[config.mk]
export PLATFORM = sky130hd
export DESIGN_NAME = rxq_trig_fifo
export DESIGN_NICKNAME = d
export VERILOG_FILES = /design/src/rtl/rxq_pkg.sv /design/src/rtl/rxq_store.sv /design/src/rtl/rxq_ctrl.sv /design/src/rtl/rxq_trig_fifo.sv
export SDC_FILE = /design/constraint.sdc
export NUM_CORES = 1
export LEC_CHECK = 0
export BUFFER_PORTS_ARGS = -buffer_cell sky130_fd_sc_hd__buf_2
export CORE_ASPECT_RATIO = 0.6
export CORE_UTILIZATION = 55
export CTS_CLUSTER_DIAMETER = 30
export DETAILED_ROUTE_END_ITERATION = 10
export GPL_ROUTABILITY_DRIVEN = 0
export PLACE_DENSITY = 0.74
export REMOVE_ABC_BUFFERS = 1
export SETUP_SLACK_MARGIN = 0.4
export SYNTH_ARGS = -nofsm -noshare
export SYNTH_HDL_FRONTEND = slang
export SYNTH_SLANG_ARGS = --single-unit
[constraint.sdc]
create_clock -name clk -period 5.35 [get_ports clk]
set_input_delay 1.07 -clock clk [delete_from_list [all_inputs] [get_ports clk]]
set_output_delay 1.07 -clock clk [all_outputs]
set_load 0.02 [all_outputs]
[src/rtl/rxq_pkg.sv]
package rxq_pkg;

    typedef enum logic [1:0] {
        S_EMPTY = 2'd0,
        S_PART  = 2'd1,
        S_FULL  = 2'd2
    } occ_e;

    // Threshold code to entry count, scaled from the queue depth
    function automatic int unsigned trig_level(input logic [1:0] sel, input int unsigned depth);
        case (sel)
            2'b00:   return 1;
            2'b01:   return depth / 4;
            2'b10:   return depth / 2;
            default: return depth - 2;
        endcase
    endfunction

endpackage

[src/rtl/rxq_store.sv]
module rxq_store #(
    parameter int unsigned DEPTH = 16,
    parameter int unsigned DW    = 8,
    localparam int unsigned AW   = $clog2(DEPTH)
) (
    input  logic          clk,
    input  logic          rst_n,
    input  logic          do_push,
    input  logic          do_pop,
    input  logic          flush,
    input  logic [DW-1:0] wdata,
    output logic [DW-1:0] head_byte
);

    logic [DW-1:0] mem [DEPTH];
    logic [AW-1:0] wr_ptr;
    logic [AW-1:0] rd_ptr;

    function automatic logic [AW-1:0] step_ptr(input logic [AW-1:0] p);
        return (p == AW'(DEPTH - 1)) ? '0 : p + AW'(1);
    endfunction

    always_ff @(posedge clk or negedge rst_n) begin
        if (!rst_n) begin
            wr_ptr <= '0;
            rd_ptr <= '0;
        end else if (flush) begin
            wr_ptr <= '0;
            rd_ptr <= '0;
        end else begin
            if (do_push) wr_ptr <= step_ptr(wr_ptr);
            if (do_pop)  rd_ptr <= step_ptr(rd_ptr);
        end
    end

    always_ff @(posedge clk) begin
        if (do_push) mem[wr_ptr] <= wdata;
    end

    assign head_byte = mem[rd_ptr];

endmodule

[src/rtl/rxq_ctrl.sv]
module rxq_ctrl
    import rxq_pkg::*;
#(
    parameter int unsigned DEPTH = 16,
    localparam int unsigned CW   = $clog2(DEPTH + 1)
) (
    input  logic          clk,
    input  logic          rst_n,
    input  logic          push_req,
    input  logic          pop_req,
    input  logic          fctl_we,
    input  logic [1:0]    trig_sel,
    input  logic          flush_bit,
    input  logic          sctl_we,
    input  logic          ie_bit,
    input  logic          en_bit,
    output logic          do_push,
    output logic          do_pop,
    output logic          flush,
    output logic [CW-1:0] count,
    output logic          full_flag,
    output logic          irq,
    output logic          rx_en
);

    occ_e          st_q, st_d;
    logic [CW-1:0] cnt_q, cnt_d;
    logic [CW-1:0] trig_q;
    logic          flag_q, flag_d;
    logic          irq_q, irq_d;
    logic          rx_en_q, ie_q;

    assign flush   = fctl_we & flush_bit;
    assign do_push = push_req & rx_en_q & (st_q != S_FULL) & ~flush;
    assign do_pop  = pop_req & (st_q != S_EMPTY) & ~flush;

    always_comb begin
        cnt_d = cnt_q;
        if (flush)
            cnt_d = '0;
        else if (do_push && !do_pop)
            cnt_d = cnt_q + CW'(1);
        else if (do_pop && !do_push)
            cnt_d = cnt_q - CW'(1);
    end

    // Next occupancy state
    always_comb begin
        st_d = st_q;
        unique case (st_q)
            S_EMPTY: if (do_push)                     st_d = (cnt_d == CW'(DEPTH)) ? S_FULL : S_PART;
            S_PART:  if (cnt_d == '0)                 st_d = S_EMPTY;
                     else if (cnt_d == CW'(DEPTH))    st_d = S_FULL;
            S_FULL:  if (do_pop)                      st_d = S_PART;
            default:                                  st_d = S_EMPTY;
        endcase
        if (flush) st_d = S_EMPTY;
    end

    // Flag and interrupt next values
    always_comb begin
        flag_d = flag_q;
        irq_d  = irq_q;
        if (flush) begin
            flag_d = 1'b0;
            irq_d  = 1'b0;
        end else if (do_push && cnt_d >= trig_q) begin
            flag_d = 1'b1;
            if (ie_q) irq_d = 1'b1;
        end else if (do_pop && cnt_d < trig_q) begin
            flag_d = 1'b0;
            irq_d  = 1'b0;
        end
        if (sctl_we && !ie_bit) irq_d = 1'b0;
    end

    // State register
    always_ff @(posedge clk or negedge rst_n) begin
        if (!rst_n) st_q <= S_EMPTY;
        else        st_q <= st_d;
    end

    // Output and configuration registers
    always_ff @(posedge clk or negedge rst_n) begin
        if (!rst_n) begin
            cnt_q   <= '0;
            trig_q  <= CW'(1);
            flag_q  <= 1'b0;
            irq_q   <= 1'b0;
            rx_en_q <= 1'b0;
            ie_q    <= 1'b0;
        end else begin
            cnt_q  <= cnt_d;
            flag_q <= flag_d;
            irq_q  <= irq_d;
            if (fctl_we) trig_q <= CW'(trig_level(trig_sel, DEPTH));
            if (sctl_we) begin
                rx_en_q <= en_bit;
                ie_q    <= ie_bit;
            end
        end
    end

    assign count     = cnt_q;
    assign full_flag = flag_q;
    assign irq       = irq_q;
    assign rx_en     = rx_en_q;

endmodule

[src/rtl/rxq_trig_fifo.sv]
module rxq_trig_fifo #(
    parameter int unsigned DEPTH = 16,
    parameter int unsigned DW    = 8,
    localparam int unsigned CW   = $clog2(DEPTH + 1)
) (
    input  logic          clk,
    input  logic          rst_n,
    input  logic          rx_valid,
    input  logic [DW-1:0] rx_byte,
    input  logic          rd_pop,
    input  logic          fctl_we,
    input  logic [7:0]    fctl_wdata,
    input  logic          sctl_we,
    input  logic [7:0]    sctl_wdata,
    output logic [DW-1:0] rx_data,
    output logic [CW-1:0] fill_cnt,
    output logic          full_flag,
    output logic          rx_irq
);

    logic          do_push, do_pop, flush, rx_en_w;
    logic [DW-1:0] head_byte;
    logic          unused_bits;

    assign unused_bits = ^{fctl_wdata[5:2], fctl_wdata[0], sctl_wdata[7],
                           sctl_wdata[5], sctl_wdata[3:0]};

    rxq_ctrl #(.DEPTH(DEPTH)) i_ctrl (
        .clk       (clk),
        .rst_n     (rst_n),
        .push_req  (rx_valid),
        .pop_req   (rd_pop),
        .fctl_we   (fctl_we),
        .trig_sel  (fctl_wdata[7:6]),
        .flush_bit (fctl_wdata[1]),
        .sctl_we   (sctl_we),
        .ie_bit    (sctl_wdata[6]),
        .en_bit    (sctl_wdata[4]),
        .do_push   (do_push),
        .do_pop    (do_pop),
        .flush     (flush),
        .count     (fill_cnt),
        .full_flag (full_flag),
        .irq       (rx_irq),
        .rx_en     (rx_en_w)
    );

    rxq_store #(.DEPTH(DEPTH), .DW(DW)) i_store (
        .clk       (clk),
        .rst_n     (rst_n),
        .do_push   (do_push),
        .do_pop    (do_pop),
        .flush     (flush),
        .wdata     (rx_byte),
        .head_byte (head_byte)
    );

    assign rx_data = (fill_cnt != '0) ? head_byte : '0;

endmodule

==> results of run 1 <==
[logic make-up after synthesis]
kind of cell / after synthesis
flops: 151
buf+inv: 30
mux: 52
simple gates: 92
fa+ha+maj: 12
xor+xnor: 6
compound gates: 68
[state kept, by name (all words and copies together), names as in the netlist]
name and cells:
i_ctrl.count 5, i_ctrl.full_flag 1, i_ctrl.ie_q 1, i_ctrl.irq 1, i_ctrl.rx_en 1, i_ctrl.st_q 2, i_ctrl.trig_q 4, i_store.mem 128
i_store.rd_ptr 4, i_store.wr_ptr 4
[per-stage QoR]
step | cell area [sq um] | util, %
2_1_floorplan | 6350 | -
3_3_place_gp | 6770 | 59.5
3_5_place_dp | 6770 | 59.5
4_1_cts | 7360 | 64.7
5_1_grt | 7360 | 64.7
6_report | 7360 | 64.8
[worst max-delay path by stage]
stage / slack, ns / cells after the start / startpoint / to
2_1_floorplan: 1.31 / 4 / i_store.rd_ptr[0] / rx_data[0]
3_3_place_gp: 1.54 / 5 / i_store.rd_ptr[1] / rx_data[3]
3_5_place_dp: 1.57 / 5 / i_store.rd_ptr[1] / rx_data[3]
4_1_cts: 1.09 / 5 / i_store.rd_ptr[1] / rx_data[2]
5_1_grt: 0.90 / 5 / i_store.rd_ptr[1] / rx_data[2]
6_report: 1.08 / 5 / i_store.rd_ptr[1] / rx_data[2]
[placed cells by master (no fill, tap or decap), types with 3 or more instances in the layout]
| cell | instances |
|---|---|
| edfxtp_1 | 128 |
| mux2i_1 | 33 |
| nor3_1 | 8 |
| mux4_2 | 16 |
| xnor2_1 | 4 |
| nor2_1 | 25 |
| nand2_1 | 30 |
| nand2b_1 | 3 |
| inv_6 | 5 |
| inv_1 | 10 |
| o21ai_0 | 6 |
| buf_4 | 7 |
| clkinvlp_4 | 4 |
| a211oi_1 | 11 |
| buf_2 | 33 |
| mux2_2 | 3 |
| dfrtp_1 | 21 |
| a21oi_1 | 12 |
| clkbuf_16 | 17 |
| and2_1 | 4 |
| and3_1 | 3 |
| ha_1 | 12 |
| o22ai_1 | 9 |
| o221ai_1 | 16 |
| nand3_1 | 8 |
[power groups by stage]
stage | Sequential [mW] | Combinational [mW] | Clock (mW)
global placement | 1.47 | 0.850 | 0
finish | 1.45 | 0.878 | 1.19
global route | 1.46 | 0.940 | 1.24
detailed placement | 1.47 | 0.869 | 0
CTS | 1.45 | 0.874 | 1.20
floorplan | 1.51 | 0.561 | 0
[per-layer routing]
layer  GRT usage [%]  vias up  share of wire (%)
met5               0        -                  0
met4            8.31        0                1.1
met3            6.25       17                6.9
met2            33.5      130                 44
met1            35.5     1886                 49
li1                -     1702                  -
[cell type report]
cell class / instances / area share [%]
Timing Repair Buffer: 40 / 2.96
Antenna cell: 1 / 0.0340
Sequential cell: 151 / 60.0
Clock inverter: 15 / 2.28
Tap cell: 160 / 2.72
Clock buffer: 17 / 5.78
Multi-Input combinational cell: 230 / 25.6
Inverter: 11 / 0.561
[worst max-delay path, stage by stage (launching register included)]
cell,delay [ns]
dfrtp_1,0.94
nand2_1,0.61
o221ai_1,0.45
o22ai_1,0.15
a211oi_1,0.39
buf_2,0.25
==> qor.csv, run 1 <==
stage,metric,value,unit
yosys,netlist area before placement,6450,sq um
placement,DP Worst Slack,1.57,ns
grt,first-pass GRT wire length,20300,microns
clock_tree,"Reg clk slew, reported paths",0.06,ns
clock_tree,Post-CTS Setup Repair Bufs,0,
floorplan,I/O pins,45,
final_layout,layout filler cell count,817,
yosys,"top cells by area, synth","edfxtp_1, dfrtp_1, mux4_2",
clock_tree,clk buf depth,2,
yosys,#FFs+latches synth,151,
flow_run,MaxCap Viol Count,0,
sta,fin crit share,79.8,%
power,total leakage power,2.52,nW
clock_tree,Root Driver,clkbuf_16,
worst_hold_path,WHS Path Cells,1,
grt,initial antenna violation count,1,
yosys,syn avg cell area,15.7,sq um
detailed_routing,Pre-antenna DRT Iters,5,
sta,worst path setup slack after routing,1.08,ns
sta,worst hold margin,0.520,ns
grt,largest net degree at the start of global routing,24,
yosys,main combinational cell family by area after synthesis,multiplexers,
sta,shortest period the worst path allows,4.27,ns
sta,Slew Limit Fails,0,
floorplan,die width,142,microns
power,sw power,1.10,mW
detailed_routing,WL per Instance,21.1,microns
floorplan,Core Area,11400,sq um
detailed_routing,Residual DRC,0,
worst_setup_path,CP required,4.28,ns
detailed_routing,DRT Wirelength,13200,microns
clock_tree,CTS Buf Count,17,
floorplan,Die ar.,12200,sq um
power,Power Density,477,nW/um^2
worst_setup_path,cell depth of the worst flop-to-flop path,10,
sta,Peak Freq,234,MHz
power,worst vdd ir,0.000242,V
clock_tree,CTS Sinks,151,
yosys,Synth area leader,edfxtp_1,
yosys,multiplexer share of the synthesized area,11.2,%
floorplan,chip height,85.9,microns
worst_hold_path,Worst Hold End,i_ctrl.ie_q,
yosys,Ys Warns,0,
power,switching share of power,31.4,%
worst_hold_path,Hold Crit Class,reg2reg,
yosys,Synth Area in XOR/XNOR,0.815,%
clock_tree,Max H-tree Level,4,
worst_setup_path,Worst R2R Start,i_ctrl.st_q[0],
yosys,Compound-Gate Fraction of Synth Area,7.92,%
grt,GRT Total Usage,23.6,%
clock_tree,CTS tree,done,
sta,max_slew headroom,33.5,%
yosys,Post-synth EDFFs,128,
grt,vias in the first global route,3648,
yosys,Gate Count Post-Synth,411,
yosys,Synth Area in Simple Gates,6.99,%
placement,I/O Buffers,33,
clock_tree,clock latency on the worst-skew pair,0.41,ns
worst_hold_path,hold path start,i_ctrl.ie_q,
clock_tree,CTS resizes,0,
detailed_routing,via count,3735,
clock_tree,cts-stage hold buffer count,0,
worst_setup_path,Critical Path Start Type,register,
power,clock network power share,33.8,%
worst_setup_path,critical path arrival,3.20,ns
sta,Final Hold Fails,0,
final_layout,Final nets,493,
sta,setup tns final,0,ns
grt,grt ovf,0,
final_layout,Layout Area Growth over Synthesis,14.2,%
yosys,dominant synthesized flop cell,edfxtp_1,
worst_setup_path,CP endpoint kind,primary output,
worst_setup_path,critical path type,reg2out,
power,Gate power share,25.0,%
sta,Slew @ Worst Pin,0.994,ns
final_layout,Seq. cell area,4420,sq um
power,Internal Pwr Total,2.41,mW
outcome,status,completed,
final_layout,share of post-route cells with drive strength above 1,22.6,%
power,sequential cell fraction of total power,41.2,%
worst_setup_path,worst flop-to-flop path endpoint,i_ctrl.irq,
placement,dpl cells,592,
worst_setup_path,reg2reg setup slack,2.34,ns
final_layout,area of the multi-input gates,1890,sq um
yosys,Yosys cell types,49,
detailed_routing,drt via density,5.98,
power,final total power,3.51,mW
detailed_routing,DRT iter0 DRCs,355,
sta,clk_skew,0.0119,ns
detailed_routing,ANT nets after route,0,
yosys,top-area cell type share of the netlist area,59.6,%
sta,final-report setup violation count,0,
yosys,sequential fraction of the synthesis area,68.6,%
yosys,most common cell in the netlist,edfxtp_1,
yosys,asr flop ratio synth,15.2,%
final_layout,Post-Layout Cell Count,625,
placement,HPWL after detailed placement,8950,microns
floorplan,Initial Util,56.7,%
worst_setup_path,top fanout value on the critical path,21,
yosys,Post-synth top cells,"edfxtp_1, mux2i_1, nand2_1",
floorplan,row count,30,
sta,RSZ-0062 raised after global routing,false,
yosys,post-synthesis adder-cell area fraction,2.33,%
(Power assumes the default switching activity.)
==> run 2: changes to the inputs <==
--- a/config.mk
+++ b/config.mk
@@ -5,13 +5,14 @@
 export SDC_FILE = /design/constraint.sdc
 export NUM_CORES = 1
 export LEC_CHECK = 0
+export ABC_AREA = 1
 export BUFFER_PORTS_ARGS = -buffer_cell sky130_fd_sc_hd__buf_2
 export CORE_ASPECT_RATIO = 0.6
-export CORE_UTILIZATION = 55
+export CORE_UTILIZATION = 54
 export CTS_CLUSTER_DIAMETER = 30
 export DETAILED_ROUTE_END_ITERATION = 10
 export GPL_ROUTABILITY_DRIVEN = 0
-export PLACE_DENSITY = 0.74
+export PLACE_DENSITY = 0.75
 export REMOVE_ABC_BUFFERS = 1
 export SETUP_SLACK_MARGIN = 0.4
 export SYNTH_ARGS = -nofsm -noshare
==> constraint.sdc (replaced) <==
create_clock -name clk -period 3.75 [get_ports clk]
set_input_delay 0.75 -clock clk [delete_from_list [all_inputs] [get_ports clk]]
set_output_delay 0.75 -clock clk [all_outputs]
set_load 0.02 [all_outputs]
==> qor.csv, run 2 <==
stage,metric,value,unit,change
sta,RSZ-0062 raised after global routing,false,,
floorplan,I/O pins,45,,unchanged
yosys,multiplexer share of the synthesized area,2.44,%,-8.8 points
yosys,Yosys cell types,31,,-37%
final_layout,Post-Layout Cell Count,782,,+25%
placement,DP Worst Slack,0.595,ns,-0.976 ns
final_layout,"most common cell after layout, fill and taps aside",edfxtp_1,,
detailed_routing,ANT nets after route,0,,unchanged
final_layout,Layout Area Growth over Synthesis,15.1,%,
clock_tree,Post-CTS Setup Repair Bufs,0,,unchanged
outcome,status,completed,,
detailed_routing,Residual DRC,0,,unchanged
final_layout,max reg flops,128,,unchanged
placement,HPWL after detailed placement,9920,microns,+11%
worst_hold_path,Hold Crit Class,in2async,,
sta,max_slew headroom,42.4,%,+8.9 points
floorplan,die width,144,microns,+1.8%
detailed_routing,WL per Instance,19.6,microns,-7.0%
yosys,top-area cell type share of the netlist area,58.6,%,-1.1 points
final_layout,Final nets,652,,+32%
yosys,Post-synth top cells,"edfxtp_1, nand2_1, nor2_1",,
clock_tree,Max H-tree Level,4,,unchanged
sta,fin crit share,84.9,%,
detailed_routing,DRT iter0 DRCs,470,,+32%
grt,first-pass GRT wire length,23500,microns,+16%
sta,clk_skew,0.00519,ns,-0.00671 ns
yosys,Ys Warns,0,,unchanged
yosys,netlist area before placement,6560,sq um,+1.8%
yosys,"top cells by area, synth","edfxtp_1, dfrtp_1, nand2_1",,
clock_tree,"Reg clk slew, reported paths",0.06,ns,about the same
flow_run,MaxCap Viol Count,0,,unchanged
yosys,main combinational cell family by area after synthesis,simple AND/OR/NAND/NOR gates,,
grt,grt ovf,0,,unchanged
power,Internal Pwr Total,3.60,mW,+49%
grt,vias in the first global route,4234,,+16%
sta,worst path setup slack after routing,0.564,ns,-0.518 ns
yosys,Compound-Gate Fraction of Synth Area,9.74,%,+1.8 points
power,worst vdd ir,0.000531,V,+120%
yosys,asr flop ratio synth,15.2,%,unchanged
floorplan,Initial Util,56.8,%,+0.086 points
final_layout,utilization after layout,65.4,%,+0.62 points
detailed_routing,DRT Wirelength,15300,microns,+16%
floorplan,Die ar.,12600,sq um,+3.6%
final_layout,share of post-route cells with drive strength above 1,14.1,%,-8.5 points
final_layout,most frequent cells in the layout,"edfxtp_1, nand2_1, nor2_1",,
final_layout,Seq. cell area,4420,sq um,unchanged
sta,worst hold margin,0.311,ns,-0.209 ns
placement,I/O Buffers,33,,unchanged
detailed_routing,drt via density,5.75,,-3.7%
grt,initial antenna violation count,0,,-1
clock_tree,Root Driver,clkbuf_16,,
sta,final-report setup violation count,0,,unchanged
yosys,post-synthesis adder-cell area fraction,2.29,%,-0.041 points
yosys,#FFs+latches synth,151,,unchanged
clock_tree,CTS Sinks,151,,unchanged
sta,Final Hold Fails,0,,unchanged
yosys,most common cell in the netlist,edfxtp_1,,
power,total leakage power,2.94,nW,+17%
power,sw power,1.91,mW,+73%
yosys,Synth Area in Simple Gates,13.5,%,+6.5 points
clock_tree,clk buf depth,2,,unchanged
placement,dpl cells,751,,+27%
worst_setup_path,Critical Path Start Type,register,,
yosys,Gate Count Post-Synth,569,,+38%
floorplan,row count,30,,unchanged
final_layout,area of the multi-input gates,1910,sq um,+0.93%
power,Gate power share,30.6,%,+5.6 points
yosys,dominant synthesized flop cell,edfxtp_1,,
final_layout,finished layout cell area,7560,sq um,+2.6%
power,switching share of power,34.6,%,+3.2 points
yosys,Synth area leader,edfxtp_1,,
worst_setup_path,critical path arrival,2.44,ns,-0.76 ns
sta,shortest period the worst path allows,3.19,ns,
power,Power Density,728,nW/um^2,+53%
power,clock network power share,33.3,%,-0.5 points
worst_setup_path,CP required,3.00,ns,-1.28 ns
yosys,syn avg cell area,11.5,sq um,-26%
sta,Slew @ Worst Pin,0.861,ns,-0.132 ns
clock_tree,clock latency on the worst-skew pair,0.42,ns,about the same
final_layout,layout filler cell count,901,,+10%
placement,placed cell area,6910,sq um,+2.1%
worst_setup_path,CP endpoint kind,primary output,,
floorplan,chip height,87.4,microns,+1.8%
grt,GRT Total Usage,26.5,%,+2.9 points
clock_tree,CTS tree,done,,
yosys,Synth Area in XOR/XNOR,0.934,%,+0.12 points
power,sequential cell fraction of total power,36.1,%,-5.1 points
worst_setup_path,critical path type,reg2out,,
grt,largest net degree at the start of global routing,49,,+100%
worst_setup_path,top fanout value on the critical path,48,,+130%
detailed_routing,via count,4500,,+20%
clock_tree,CTS Buf Count,17,,unchanged
sta,Slew Limit Fails,0,,unchanged
final_layout,Diodes inserted,0,,-1
floorplan,Core Area,11600,sq um,+1.7%
yosys,Post-synth EDFFs,128,,unchanged
final_layout,most flop-heavy register,i_store.mem,,
detailed_routing,Pre-antenna DRT Iters,6,,+1
sta,Peak Freq,314,MHz,
yosys,sequential fraction of the synthesis area,67.3,%,-1.2 points
## run 2: cell count changes in the layout (fill, tap and decap cells not counted), moves of 16 or more
cell	change
a21oi_1	+16
inv_1	+26
mux2i_1	-17
mux4_2	-16
nand2_1	+78
nor2_1	+38
o21ai_0	+35
## run 2: worst max-delay path: stages (launching register included)
cell and delay [ns]:
dfrtp_2 0.42, inv_1 0.10, buf_6 0.34, o21ai_0 0.13, o22ai_1 0.31, a21oi_1 0.15, a211oi_1 0.32, buf_2 0.24
## run 2: kinds of logic (layout without fill, tap and decap cells)
family	count (synthesis)	in the layout
AO/OA/AOI/OAI	110	110
XOR/XNOR	7	7
adder cells (fa/ha/maj)	12	12
buffers and inverters	61	114
flip-flops	151	151
multiplexers	16	16
AND/OR/NAND/NOR	212	212
## run 2: what timing repair did
| action | 4_1_cts | 5_1_grt |
|---|---|---|
| hold buffers | 0 | 0 |
| endpoints found under the setup margin | 0 | 4 |
| resized for setup | 0 | 3 |
| endpoints found under the hold margin | 0 | 0 |
## run 2: per-layer routing
layer / share of wire, % / vias up / track usage, %
li1: - / 2104 / -
met1: 47 / 2207 / 40.4
met2: 44 / 171 / 37.7
met3: 8.7 / 18 / 6.27
met4: 1.0 / 0 / 8.04
met5: 0 / - / 0
## run 2: cell type report
cell class | instances | area share [%]
inverter | 40 | 2.04
timing repair buffer | 43 | 3.23
tap | 160 | 2.65
clock inverter | 13 | 2.68
sequential | 151 | 58.5
clock buffer | 18 | 5.68
multi-input combinational | 357 | 25.2
## run 2: power by group through the flow
| stage | registers (mW) | logic (mW) | clock network, mW |
|---|---|---|---|
| after floorplan | 2.12 | 0.974 | 0 |
| after global placement | 2.01 | 1.58 | 0 |
| after detailed placement | 2.02 | 1.64 | 0 |
| after CTS | 1.98 | 1.65 | 1.84 |
| after global routing | 2.00 | 1.85 | 1.91 |
| final | 1.99 | 1.68 | 1.83 |
## run 2: final timing paths
check                      depth (start not counted)              start  slack (ns)                end
min reg2reg                                        2       i_ctrl.rx_en        0.49       i_ctrl.rx_en
max reg2reg                                       16     i_ctrl.st_q[1]        1.14         i_ctrl.irq
max                                                7  i_store.rd_ptr[0]        0.56         rx_data[7]
min                                                1              rst_n        0.31         i_ctrl.irq
min in group clk                                   2       i_ctrl.rx_en        0.49       i_ctrl.rx_en
max in group asynchronous                          1              rst_n        3.05  i_store.rd_ptr[0]
## run 2: metrics by stage
step / setup TNS [ns] / power [mW]
2_1_floorplan: -0.385 / 3.09
3_3_place_gp: 0 / 3.59
3_5_place_dp: 0 / 3.65
4_1_cts: 0 / 5.48
5_1_grt: 0 / 5.75
6_report: 0 / 5.50
